**src/rtl/ts_pkg.sv**
```systemverilog
// Shared types for the timestamp counter.
// Assumes: register decoding maps each access to one of four targets.
package ts_pkg;

    // Target of a register access after address decode.
    typedef enum logic [1:0] {
        SEL_NONE = 2'd0,
        SEL_SET  = 2'd1,
        SEL_LO   = 2'd2,
        SEL_HI   = 2'd3
    } ts_sel_e;

endpackage

```
**src/rtl/ts_subsec_counter.sv**
```systemverilog
// Sub-second tick counter: counts 0..TICKS-1 and flags the last tick.
// Assumes: 2 <= TICKS and TICKS-1 fits in W bits; clear beats rollover.
module ts_subsec_counter #(
    parameter int TICKS = 125_000_000,
    parameter int W     = 32
) (
    input  logic         clk,
    input  logic         rst_n,
    input  logic         clear,
    output logic [W-1:0] tick,
    output logic         wrap
);
    localparam logic [W-1:0] LAST = W'(TICKS - 1);

    // A wrap happens only when the count ends naturally, not on a clear.
    assign wrap = !clear && (tick == LAST);

    // Advance the tick count, returning to zero on clear or at the end of a second.
    always_ff @(posedge clk) begin
        if (!rst_n) begin
            tick <= '0;
        end else if (clear || wrap) begin
            tick <= '0;
        end else begin
            tick <= tick + W'(1);
        end
    end
endmodule

```
**src/rtl/ts_sec_counter.sv**
```systemverilog
// Seconds counter: loads from software or steps by one at each second boundary.
// Assumes: load has priority over incr; the count wraps modulo 2**W.
module ts_sec_counter #(
    parameter int W = 32
) (
    input  logic         clk,
    input  logic         rst_n,
    input  logic         load,
    input  logic [W-1:0] load_val,
    input  logic         incr,
    output logic [W-1:0] sec
);
    // Hold, load or increment the seconds count.
    always_ff @(posedge clk) begin
        if (!rst_n) begin
            sec <= '0;
        end else if (load) begin
            sec <= load_val;
        end else if (incr) begin
            sec <= sec + W'(1);
        end
    end
endmodule

```
**src/rtl/ts_reg_port.sv**
```systemverilog
// Register port: decodes word offsets, keeps the seconds-setting register,
// shadows the seconds word on tick-word reads and returns registered read data.
// Assumes: reg_rd and reg_wr are single-cycle strobes; read latency is one cycle.
module ts_reg_port
    import ts_pkg::*;
#(
    parameter int              AW      = 16,
    parameter int              W       = 32,
    parameter logic [AW-1:0]   SET_OFS = AW'('h0080),
    parameter logic [AW-1:0]   LO_OFS  = AW'('h0081),
    parameter logic [AW-1:0]   HI_OFS  = AW'('h0082)
) (
    input  logic          clk,
    input  logic          rst_n,
    input  logic [AW-1:0] addr,
    input  logic          wr,
    input  logic [W-1:0]  wdata,
    input  logic          rd,
    input  logic [W-1:0]  tick,
    input  logic [W-1:0]  sec,
    output logic          load,
    output logic [W-1:0]  load_val,
    output logic          rd_lo,
    output logic          rd_hi,
    output logic [W-1:0]  shadow,
    output logic [W-1:0]  rdata
);
    ts_sel_e       sel;
    logic [W-1:0]  set_q;

    // Map the word offset to a register target.
    always_comb begin
        if (addr == SET_OFS) begin
            sel = SEL_SET;
        end else if (addr == LO_OFS) begin
            sel = SEL_LO;
        end else if (addr == HI_OFS) begin
            sel = SEL_HI;
        end else begin
            sel = SEL_NONE;
        end
    end

    assign load     = wr && (sel == SEL_SET);
    assign load_val = wdata;
    assign rd_lo    = rd && (sel == SEL_LO);
    assign rd_hi    = rd && (sel == SEL_HI);

    // Keep the last value written to the seconds-setting register.
    always_ff @(posedge clk) begin
        if (!rst_n) begin
            set_q <= '0;
        end else if (load) begin
            set_q <= wdata;
        end
    end

    // Store the seconds word whenever the tick word is read.
    always_ff @(posedge clk) begin
        if (!rst_n) begin
            shadow <= '0;
        end else if (rd_lo) begin
            shadow <= sec;
        end
    end

    // Register the read data for the addressed target.
    always_ff @(posedge clk) begin
        if (!rst_n) begin
            rdata <= '0;
        end else if (rd) begin
            unique case (sel)
                SEL_SET: rdata <= set_q;
                SEL_LO:  rdata <= tick;
                SEL_HI:  rdata <= shadow;
                default: rdata <= '0;
            endcase
        end
    end
endmodule

```
**src/rtl/ts_snapshot.sv**
```systemverilog
// Snapshot register: copies the full timestamp on a strobe and holds it.
// Assumes: the timestamp input is already coherent within the cycle.
module ts_snapshot #(
    parameter int TW = 64
) (
    input  logic          clk,
    input  logic          rst_n,
    input  logic          stb,
    input  logic [TW-1:0] ts_in,
    output logic [TW-1:0] ts_out
);
    // Latch the timestamp on a strobe, otherwise hold.
    always_ff @(posedge clk) begin
        if (!rst_n) begin
            ts_out <= '0;
        end else if (stb) begin
            ts_out <= ts_in;
        end
    end
endmodule

```
**src/rtl/ts_timestamp.sv**
```systemverilog
// Top level: seconds plus sub-second timestamp with register port and snapshot.
// Assumes: a single clock domain; TICKS_PER_SEC matches the clock frequency.
module ts_timestamp #(
    parameter int                TICKS_PER_SEC = 125_000_000,
    parameter int                WORD_W        = 32,
    parameter int                ADDR_W        = 16,
    parameter logic [ADDR_W-1:0] SET_OFS       = ADDR_W'('h0080),
    parameter logic [ADDR_W-1:0] LO_OFS        = ADDR_W'('h0081),
    parameter logic [ADDR_W-1:0] HI_OFS        = ADDR_W'('h0082)
) (
    input  logic                  clk,
    input  logic                  rst_n,
    input  logic [ADDR_W-1:0]     reg_addr,
    input  logic                  reg_wr,
    input  logic [WORD_W-1:0]     reg_wdata,
    input  logic                  reg_rd,
    output logic [WORD_W-1:0]     reg_rdata,
    input  logic                  cap_stb,
    output logic [2*WORD_W-1:0]   cap_ts
);
    localparam int TS_W = 2 * WORD_W;

    logic [WORD_W-1:0] tick_cnt;
    logic [WORD_W-1:0] sec_cnt;
    logic [WORD_W-1:0] sec_load_val;
    logic [WORD_W-1:0] hi_shadow;
    logic              sec_load;
    logic              sec_wrap;
    logic              rd_lo;
    logic              rd_hi;

    ts_subsec_counter #(
        .TICKS (TICKS_PER_SEC),
        .W     (WORD_W)
    ) u_subsec (
        .clk   (clk),
        .rst_n (rst_n),
        .clear (sec_load),
        .tick  (tick_cnt),
        .wrap  (sec_wrap)
    );

    ts_sec_counter #(
        .W (WORD_W)
    ) u_sec (
        .clk      (clk),
        .rst_n    (rst_n),
        .load     (sec_load),
        .load_val (sec_load_val),
        .incr     (sec_wrap),
        .sec      (sec_cnt)
    );

    ts_reg_port #(
        .AW      (ADDR_W),
        .W       (WORD_W),
        .SET_OFS (SET_OFS),
        .LO_OFS  (LO_OFS),
        .HI_OFS  (HI_OFS)
    ) u_regs (
        .clk      (clk),
        .rst_n    (rst_n),
        .addr     (reg_addr),
        .wr       (reg_wr),
        .wdata    (reg_wdata),
        .rd       (reg_rd),
        .tick     (tick_cnt),
        .sec      (sec_cnt),
        .load     (sec_load),
        .load_val (sec_load_val),
        .rd_lo    (rd_lo),
        .rd_hi    (rd_hi),
        .shadow   (hi_shadow),
        .rdata    (reg_rdata)
    );

    ts_snapshot #(
        .TW (TS_W)
    ) u_snap (
        .clk    (clk),
        .rst_n  (rst_n),
        .stb    (cap_stb),
        .ts_in  ({sec_cnt, tick_cnt}),
        .ts_out (cap_ts)
    );
endmodule

```
**config.mk**
```make
export PLATFORM = sky130hd
export DESIGN_NAME = ts_timestamp
export DESIGN_NICKNAME = d
export VERILOG_FILES = /design/src/rtl/ts_pkg.sv /design/src/rtl/ts_subsec_counter.sv /design/src/rtl/ts_sec_counter.sv /design/src/rtl/ts_reg_port.sv /design/src/rtl/ts_snapshot.sv /design/src/rtl/ts_timestamp.sv
export SDC_FILE = /design/constraint.sdc
export NUM_CORES = 1
export LEC_CHECK = 0
export BUFFER_PORTS_ARGS = -buffer_cell sky130_fd_sc_hd__buf_2
export CORE_ASPECT_RATIO = 0.8
export CORE_MARGIN = 8
export CORE_UTILIZATION = 57
export DETAILED_ROUTE_END_ITERATION = 8
export MAX_ROUTING_LAYER = met4
export PLACE_DENSITY_LB_ADDON = 0.2
export REMOVE_ABC_BUFFERS = 1
export SETUP_SLACK_MARGIN = 0.2
export SYNTH_ARGS = -nofsm -noshare
export SYNTH_HDL_FRONTEND = slang
export SYNTH_SLANG_ARGS = --single-unit
export TNS_END_PERCENT = 10
```
**constraint.sdc**
```tcl
create_clock -name clk -period 2.74 [get_ports clk]
set_clock_uncertainty 0.05 [all_clocks]
set_input_delay 0.137 -clock clk [delete_from_list [all_inputs] [get_ports clk]]
set_output_delay 0.137 -clock clk [all_outputs]
set_load 0.05 [all_outputs]
```
[Word level (Yosys, flattened, before mapping)]
Cells that the tools add are included.
Storage, ports and cells
  register bits after elaboration: 224
  logic and storage cells: 29
  output and inout bits: 96
  bits of input ports: 53
Cells by class
  eq/ne operators: 7
  $add $sub $neg: 2
  bitwise logic cells: 1
  muxes and demuxes: 6
  reduce and logical (&&, ||, !) cells: 7
Operators by type and width (number)
  $pmux 32 s3: 1
  $add 32x1->32 const B: 2
  $mux 32: 2
  $eq 16x8->1 const B: 3
  $eq 32x27->1 const B: 1
  $mux 2: 3
  $eq 2x2->1 const B: 2
  $logic_and 1x1->1: 3
  $eq 2x1->1 const B: 1
  $reduce_bool 2->1: 1
  $reduce_or 2->1: 1
  $logic_not 1->1: 1
  $logic_or 1x1->1: 1
  $not 1->1: 1

[Longest topological paths before layout]
Gate-level depths: netlist of the first run.
  depth in word-level cells: 10
  gate-level depth with buffers: 10
  depth with buffers taken out: 6

[Modules after synthesis]
Synthesis of the first run repeated with hierarchy kept, for this count alone.
Second synthesis, totals
  cells, all modules: 1152
  area, all modules: 10427.5 um2
By module, submodules not included
  ts_reg_port: sequential area each 1921.8 um2, area each 4495.6 um2, instances 1, cells each 524
  ts_snapshot: sequential area each 1281.2 um2, area each 2451.1 um2, instances 1, cells each 206
  ts_sec_counter: sequential area each 640.6 um2, area each 1860.5 um2, instances 1, cells each 236
  ts_subsec_counter: sequential area each 640.6 um2, area each 1620.3 um2, instances 1, cells each 186

[Worst setup path after synthesis of the first run]
OpenSTA, ideal clock, no wires.
  path kind: register -> register
  from: register u_subsec.tick[0]
  to: register u_sec.sec[20]
  clock period less this slack: 2.307 ns
  slack: 0.433 ns
  setup time: 0.091 ns
  arrival: 2.166 ns
  required time: 2.599 ns
  buffers on the path: 2
  cell stages (with the launch flop): 9
  path through: dfxtp_1 -> ha_1 -> and4_1 -> buf_4 -> nand2_4 -> or4b_4 -> buf_6 -> or3_1 -> a311oi_1
Between the ends
  word-level cells in the longest chain between the ends: 3
RTL lines
  start, declared: line ts_subsec_counter.sv:10  | output logic [W-1:0] tick,
  start signal, assigned: line ts_subsec_counter.sv:25  | tick <= tick + W'(1);
  $eq 32x27->1: line ts_subsec_counter.sv:16  | assign wrap = !clear && (tick == LAST);
  $logic_and 1x1->1: line ts_subsec_counter.sv:16
  $reduce_bool 2->1 (no source line)
  end signal, assigned: line ts_sec_counter.sv:18  | sec <= load_val;
  end signal, assigned: line ts_sec_counter.sv:20  | sec <= sec + W'(1);
  end, declared: line ts_sec_counter.sv:11  | output logic [W-1:0] sec
No other way between the ends.
A chain may end at the register's enable or synchronous reset.

[Worst setup path in the final report of the first run]
  from: register u_subsec.tick[1]
  to: register u_sec.sec[9]
The elaborated chain is that of the path after synthesis.

==> results by stage, run 1 <==
Run status:
- The run finished with clean final reports.

Power:
- The worst-case IR drop observed on VDD is 0.382 mV.
- The completed layout was analyzed and its total power is 6.59 mW.
- Dividing total power by cell area gives a power density of 568 nW/um^2.
- The leakage power summed over all cells is 4.95 nW.

Critical path:
- The worst setup path category is reg -> reg.
- The critical path goes through ha_1 -> and4_4 -> nand2_4 -> or3_1 -> buf_4 -> or4_1 -> a31oi_1.
- Together, buffers and inverters on the worst path number 1.
- The required time at the endpoint of the critical path is about 3100 ps.
- The arrival time reported for the critical path endpoint is just under 3000 ps.
- The kind of capture point of the worst setup path is a register.
- The type of element launching the critical path is a register.
- Of all nets on the critical path, the largest fanout is 24.
- Across all register-to-register paths, the minimum setup slack is ~220 ps.
- The critical-path cell with the highest stage delay is sky130_fd_sc_hd__or4_1.
- On the critical path the largest part of the delay comes from simple AND/OR/NAND/NOR gates.
- The largest single stage delay on the critical path is 520 ps.

Clock network:
- The number of H-tree branching levels is 1.
- The later pin in the worst-skew pair is clocked with a latency of 500 ps.
- The clock edge transition at the registers on the reported setup and hold paths is 60 ps.
- CTS saw 224 sinks.
- The number of buffers on the longest clock path is 3.
- Counting the buffers created by CTS gives 22.
- TritonCTS built the clock tree.
- In this run the clock root is driven by a sky130_fd_sc_hd__clkbuf_16.
- The buffers inserted during post-CTS setup optimization is 0.

Routing:
- The final routed wire length divided by cell count is roughly 19 um.
- The number of detailed-route iterations in the first pass is 5.
- Once detail routing completed, the nets flagged for antenna violations numbered 0.
- The final layout contains routed wiring with a total length of approximately 27000 um.
- For this run, design rule violations remaining after detail routing come to 0.
- The iteration-0 DRC count of the detailed router is approximately 850.
- The total vias in the final route is 8574.
- The via density per instance is 5.88.

Global route:
- The total routing usage reported by global routing is 0.260.
- The initial antenna violation count is 0.
- Global routing finished with a remaining overflow of 0.
- The number of global-route vias before repair is 8222.
- The first-pass GRT wire length is 44300 um.
- The largest net degree at the start of global routing is 60.

Floorplanning:
- In this run the core area contains 42 standard-cell rows.
- The die covers 21100 sq um.
- The floorplan core area is 16400 sq um.
- The die span in x is 160 um.
- The top-level I/O count is about 150.
- The die is 131 um tall.
- The initial utilization of the core area, before any placement, comes to 0.579.

Synthesis:
- By count the netlist is led by sky130_fd_sc_hd__dfxtp_1, sky130_fd_sc_hd__nor2_1, sky130_fd_sc_hd__mux2i_1.
- Sorting the synthesized cells by area gives the leading types as sky130_fd_sc_hd__dfxtp_1, sky130_fd_sc_hd__mux2i_1, sky130_fd_sc_hd__nor2_1.
- The cell type with the largest total area after synthesis is sky130_fd_sc_hd__dfxtp_1.
- Counting distinct cell types in the post-synthesis netlist gives 45.
- Of all flip-flops after synthesis, the portion carrying an async set or reset was 0.
- The count of warnings emitted by yosys is 0.
- The dominant cell by count in the synthesized netlist is sky130_fd_sc_hd__dfxtp_1.
- In this run, synthesis produced a sequential element count of between 200 and 250.
- A synthesized cell averages 8.92 sq um.
- The cell area that synthesis handed to floorplanning was between 9000 and 10000 sq um.
- Synthesis produced 1063 cells.
- Of the synthesized area, sequential elements account for 0.473.
- The synthesized design contains 0 enable-type register cells.
- The most used flip-flop cell after synthesis is sky130_fd_sc_hd__dfxtp_1.
- Of the post-synthesis cell area, the dominant cell type holds 0.473.

Place:
- The number of buffers added on ports is 148.
- The congestion estimate from routability-driven global placement came to 0.849.
- Detailed placement ended at an HPWL of 18900 um.

STA:
- The number of pins exceeding their max-slew limit in the final report came to 0.
- The tightest slew margin relative to the limit is 0.510.
- Setup repair after global routing could not meet its margin everywhere.
- For the pin with the worst max-slew slack, the measured transition is 735 ps.
- In the finished design, the share of the clock period the worst path needs comes to 0.921.
- The number of setup violations in the final report is 0.
- The shortest clock period the worst path allows after layout is 2520 ps.
- The total count of hold-check failures in the final report was 0.
- Adding up every negative setup slack in the final design gives 0 ps.
- The highest achievable clock rate is 0.396 GHz.

Finish:
- The repair_antennas step left the layout with diodes totalling 0.
- The final layout contains 1279 nets.
- The synthesis-to-finish area growth is 22.4%.
- In the final layout, the share of cells above drive strength 1 is 0.190.

Worst hold path:
- The class of the worst hold path is in -> reg.

Job:
- The max-capacitance violation count is 0.
worst paths after layout:
path | startpoint | cells past startpoint | to
worst max-delay path | u_subsec.tick[1] | 7 | u_sec.sec[9]
worst max register to register | u_subsec.tick[1] | 7 | u_sec.sec[9]
worst min-delay path | cap_stb | 3 | u_snap.ts_out[46]
worst min register to register | u_regs.set_q[9] | 2 | u_regs.set_q[9]
registers in the layout, summed over array words and instances (netlist names):
signal and flops:
u_regs.shadow 32, u_sec.sec 32, u_regs.set_q 32, u_subsec.tick 32
u_snap.ts_out 64, u_regs.rdata 32
power by group:
group / internal, mW / switching (mW) / total, mW
registers: 3.26 / 0.00762 / 3.27
clock network: 1.79 / 1.24 / 3.04
logic: 0.117 / 0.172 / 0.288
cells by family (layout without fill, tap and decap cells):
group / after synthesis / count (layout) / synth area share
XOR/XNOR: 36 / 36 / 0.0332
flip-flops: 224 / 224 / 0.473
AND/OR/NAND/NOR: 390 / 390 / 0.192
buffers and inverters: 100 / 276 / 0.0435
adder cells (fa/ha/maj): 2 / 2 / 0.00264
AO/OA/AOI/OAI: 183 / 183 / 0.121
multiplexers: 128 / 128 / 0.135
cell type report:
| cell class | count | area, sq um |
|---|---|---|
| clock buffer | 35 | 681 |
| tap | 220 | 275 |
| fill | 1296 | 4790 |
| sequential | 224 | 4490 |
| inverter | 15 | 58.8 |
| timing repair buffer | 222 | 1440 |
| multi-input combinational | 739 | 4620 |
| clock inverter | 4 | 47.5 |
timing repair:
action / 4_1_cts / 5_1_grt
endpoints found under the setup margin: 13 / 16
hold endpoints to repair: 68 / 0
resized for setup: 2 / 2
hold buffers: 35 / 0
layer usage:
metal	wire length [um]	part of all wire	track usage	vias to the layer above
met1	12600	0.46	0.364	4080
met4	495	0.018	0.0632	0
met2	12000	0.44	0.384	407
li1	-	-	-	4040
met5	0	0	-	-
met3	2370	0.086	0.0434	47
tightest hold or removal path: stages:
cell and delay, ps:
sky130_fd_sc_hd__buf_4 250, sky130_fd_sc_hd__mux2i_1 170, sky130_fd_sc_hd__nor2_1 70
stage by stage:
step	instance area, sq um	hold slack (ps)	util	cells	setup slack [ps]
after floorplan	9130	216	-	978	-2260
after detailed placement	10500	352	0.641	1385	133
after global routing	11600	153	0.708	1459	114
final	11600	126	0.708	1459	217
after CTS	11600	116	0.707	1459	205
after global placement	10500	346	0.641	1385	227
cell usage in the layout, fill, tap and decap left out, types with 18 or more instances in the layout:
master and instances:
sky130_fd_sc_hd__o31ai_1 18, sky130_fd_sc_hd__a21oi_1 40, sky130_fd_sc_hd__a22o_1 32, sky130_fd_sc_hd__o21ai_0 61
sky130_fd_sc_hd__nor2_1 144, sky130_fd_sc_hd__mux2i_1 128, sky130_fd_sc_hd__clkbuf_16 23, sky130_fd_sc_hd__dfxtp_1 223
sky130_fd_sc_hd__nand3_1 23, sky130_fd_sc_hd__nand2_1 123, sky130_fd_sc_hd__buf_2 147, sky130_fd_sc_hd__dlygate4sd3_1 35
sky130_fd_sc_hd__buf_4 36, sky130_fd_sc_hd__a31oi_1 20, sky130_fd_sc_hd__xnor2_1 29
Note: power is estimated with default switching activity, not from simulation.
==> inputs of run 2 (changes only) <==
--- a/config.mk
+++ b/config.mk
@@ -8,7 +8,7 @@
 export BUFFER_PORTS_ARGS = -buffer_cell sky130_fd_sc_hd__buf_2
 export CORE_ASPECT_RATIO = 0.8
 export CORE_MARGIN = 8
-export CORE_UTILIZATION = 57
+export CORE_UTILIZATION = 55
 export DETAILED_ROUTE_END_ITERATION = 8
 export MAX_ROUTING_LAYER = met4
 export PLACE_DENSITY_LB_ADDON = 0.2
==> run 2 against run 1 <==
Net effect: clock-buffer cell count is 5 lower; register-to-register slack better by 100 ps; sequential cell count stayed put; global-route usage is 0.36 points lower; via count is 0.33% lower; non-clock buffer count is 12 higher; critical path depth stayed put; die area is 3.2% higher; wire length is 0.47% higher; combinational power hardly changed; largest cell class unchanged; highest routed layer unchanged.
==> results by stage, run 2 (synthesis gave the netlist of run 1 again) <==
STA:
- Setup repair after global routing left no endpoint under its margin.
- The total negative slack is 0 ps.
- At the pin with the least slew margin, the transition time is 612 ps.
- The worst hold slack across all endpoints is 18.3 ps.
- Setup violations remaining at the end of the flow were counted as 0.
- Dividing the final minimum period by the clock period gives 0.885.
- The number of pins exceeding their max-slew limit in the final report is 0.
- The highest achievable clock rate is 0.413 GHz.
- The worst pin sits at a relative slew slack of 0.592.
- The total count of hold-check failures in the final report was 0.
- The smallest clock period supported by the final layout is computed as 2420 ps.

Clock network:
- At the later pin of the worst-skew pair, clock insertion delay measures between 500 and 600 ps.
- Buffers inserted during clock tree synthesis total 23.
- The number of buffers on the longest clock path is 3.
- In this run the clock root is driven by a sky130_fd_sc_hd__clkbuf_16.
- TritonCTS built the clock tree.
- CTS built an H-tree with a depth of 1.
- The tree built by TritonCTS fans out to roughly 220 sinks.
- The clock edge transition at the registers on the reported setup and hold paths is 60 ps.

Global route:
- For this run the aggregate overflow at the end of global routing stands at 0.
- Across every metal layer, demand over resource in global routing totals 0.256.
- The largest net degree at the start of global routing is 56.
- The first-pass GRT wire length is 44500 um.
- The number of global-route vias before repair is 8153.
- The initial antenna violation count is 2.

Critical path:
- The stage delay of the slowest cell on the critical path is about 550 ps.
- The arrival time reported for the critical path endpoint is 2810 ps.
- At the worst endpoint, the required time is 3130 ps.
- The family of cells with the greatest summed delay on the critical path is simple AND/OR/NAND/NOR gates.
- The worst setup path category is reg -> reg.
- The type of element launching the critical path is a register.
- The critical-path cell with the highest stage delay is sky130_fd_sc_hd__or4_1.
- STA classifies the critical path endpoint as a register.
- The signal on the critical path passes through ha_1 -> and4_4 -> nand2_4 -> or3_1 -> buf_4 -> or4_1 -> a31oi_1.
- The total buffers and inverters traversed by the critical path is 1.
- The highest net fanout along the worst path is 28.

Place:
- The final HPWL from detailed placement is 18800 um.
- The number of buffers added on ports is 148.
- The placed instance area is 10600 sq um.
- Routability-driven placement finished with a final weighted congestion of 0.845.

Finish:
- The final-stage net count is 1292.
- The synthesis-to-finish area growth is 24.0%.
- The most common library cell in the layout ignoring fill and taps is sky130_fd_sc_hd__dfxtp_1.
- The finished cells cover 11800 sq um.
- The top cell types in the final layout, fill and taps aside, are sky130_fd_sc_hd__dfxtp_1, sky130_fd_sc_hd__buf_2, sky130_fd_sc_hd__nor2_1.
- The flip-flop count of the largest register after layout is 64.
- The largest register by flop count is u_snap.ts_out.
- In the final layout, the share of cells above drive strength 1 is 0.205.

Floorplanning:
- The area of the die is 21700 sq um.
- In this run the horizontal extent of the chip is approximately 160 um.
- The floorplan core area is 17100 sq um.
- The top-level I/O count is 149.
- For this configuration, the core starts out at a cell density of 0.554.
- The floorplan step set the die height to around 130 um.
- The number of cell rows is 43.

Routing:
- The iteration-0 DRC count of the detailed router is 809.
- Dividing the detail-routed via count by the number of cells gives 5.77.
- The number of antenna-violating nets in the routed design is 0.
- The number of detailed-route iterations in the first pass is 5.
- For this block, the via count after detailed routing is between 8000 and 9000.
- For this run, design rule violations remaining after detail routing come to 0.
- The routed design has 27600 um of wire.
- The final routed wire length divided by cell count is 18.7 um.

Job:
- Across the run, the number of max-cap violations was 0.

Run status:
- The flow ran to the end, and the final reports show no timing, DRC or antenna violations.

Power:
- VDD sags by at most 0.357 mV.
- The leakage power summed over all cells is 5.04 nW.
- In this run the power density over the cells is 580 nW/um^2.

Worst hold path:
- The class of the worst hold path is in -> reg.
-- run 2: changes by cell type in the layout (fill, tap and decap cells not counted) --
cell / previous run / this run
sky130_fd_sc_hd__buf_4: 36 / 51
sky130_fd_sc_hd__bufinv_16: 1 / 3
sky130_fd_sc_hd__clkbuf_1: 6 / 2
sky130_fd_sc_hd__clkbuf_8: 6 / 5
sky130_fd_sc_hd__clkinv_2: 2 / 4
sky130_fd_sc_hd__clkinvlp_4: 1 / 4
sky130_fd_sc_hd__diode_2: 0 / 2
sky130_fd_sc_hd__dlygate4sd3_1: 35 / 32
-- run 2: worst paths after layout --
kind,cells after the start,slack (ps),end,from
max,7,320,u_sec.sec[15],u_subsec.tick[1]
min,3,20,u_snap.ts_out[38],rst_n
max reg2reg,7,320,u_sec.sec[15],u_subsec.tick[1]
min reg2reg,2,400,u_regs.set_q[25],u_regs.set_q[25]
-- run 2: cell type report --
cell class	instances	area, sq um
fill	1373	5350
multi-input combinational	739	4620
sequential	224	4490
timing repair buffer	234	1520
clock buffer	30	652
tap	225	282
clock inverter	11	140
inverter	15	58.8
antenna	2	5.00
-- run 2: through the flow --
step	instances	power (mW)	util	setup slack, ps
final	1480	6.83	0.688	316
after global routing	1480	7.00	0.688	230
after global placement	1399	3.59	0.619	235
after floorplan	978	3.43	-	-2260
after CTS	1476	6.85	0.686	189
after detailed placement	1399	3.59	0.619	156
-- run 2: power by group --
group / internal (mW) / switching [mW]
Clock: 1.96 / 1.31
Sequential: 3.26 / 0.00733
Combinational: 0.114 / 0.173
Total: 5.33 / 1.49
-- run 2: repair_timing --
| item | in CTS | in global routing |
|---|---|---|
| hold endpoints to repair | 63 | 0 |
| hold buffers | 32 | 0 |
| endpoints found under the setup margin | 5 | 23 |
| resized for setup | 0 | 4 |
| gates cloned | 0 | 0 |
| setup buffers | 4 | 2 |
| pin swaps | 0 | 1 |
-- run 2: layer usage --
metal  GRT usage  routed length (um)  vias to the layer above
li1            -                   -                     4067
met1       0.353               12800                     4070
met2       0.381               12200                      364
met3      0.0469                2050                       45
met4      0.0631                 493                        0
met5           -                   0                        -
-- run 2: tightest hold or removal path: stages --
cell	delay (ps)
sky130_fd_sc_hd__buf_2	110
sky130_fd_sc_hd__inv_4	150
sky130_fd_sc_hd__nor2_1	140
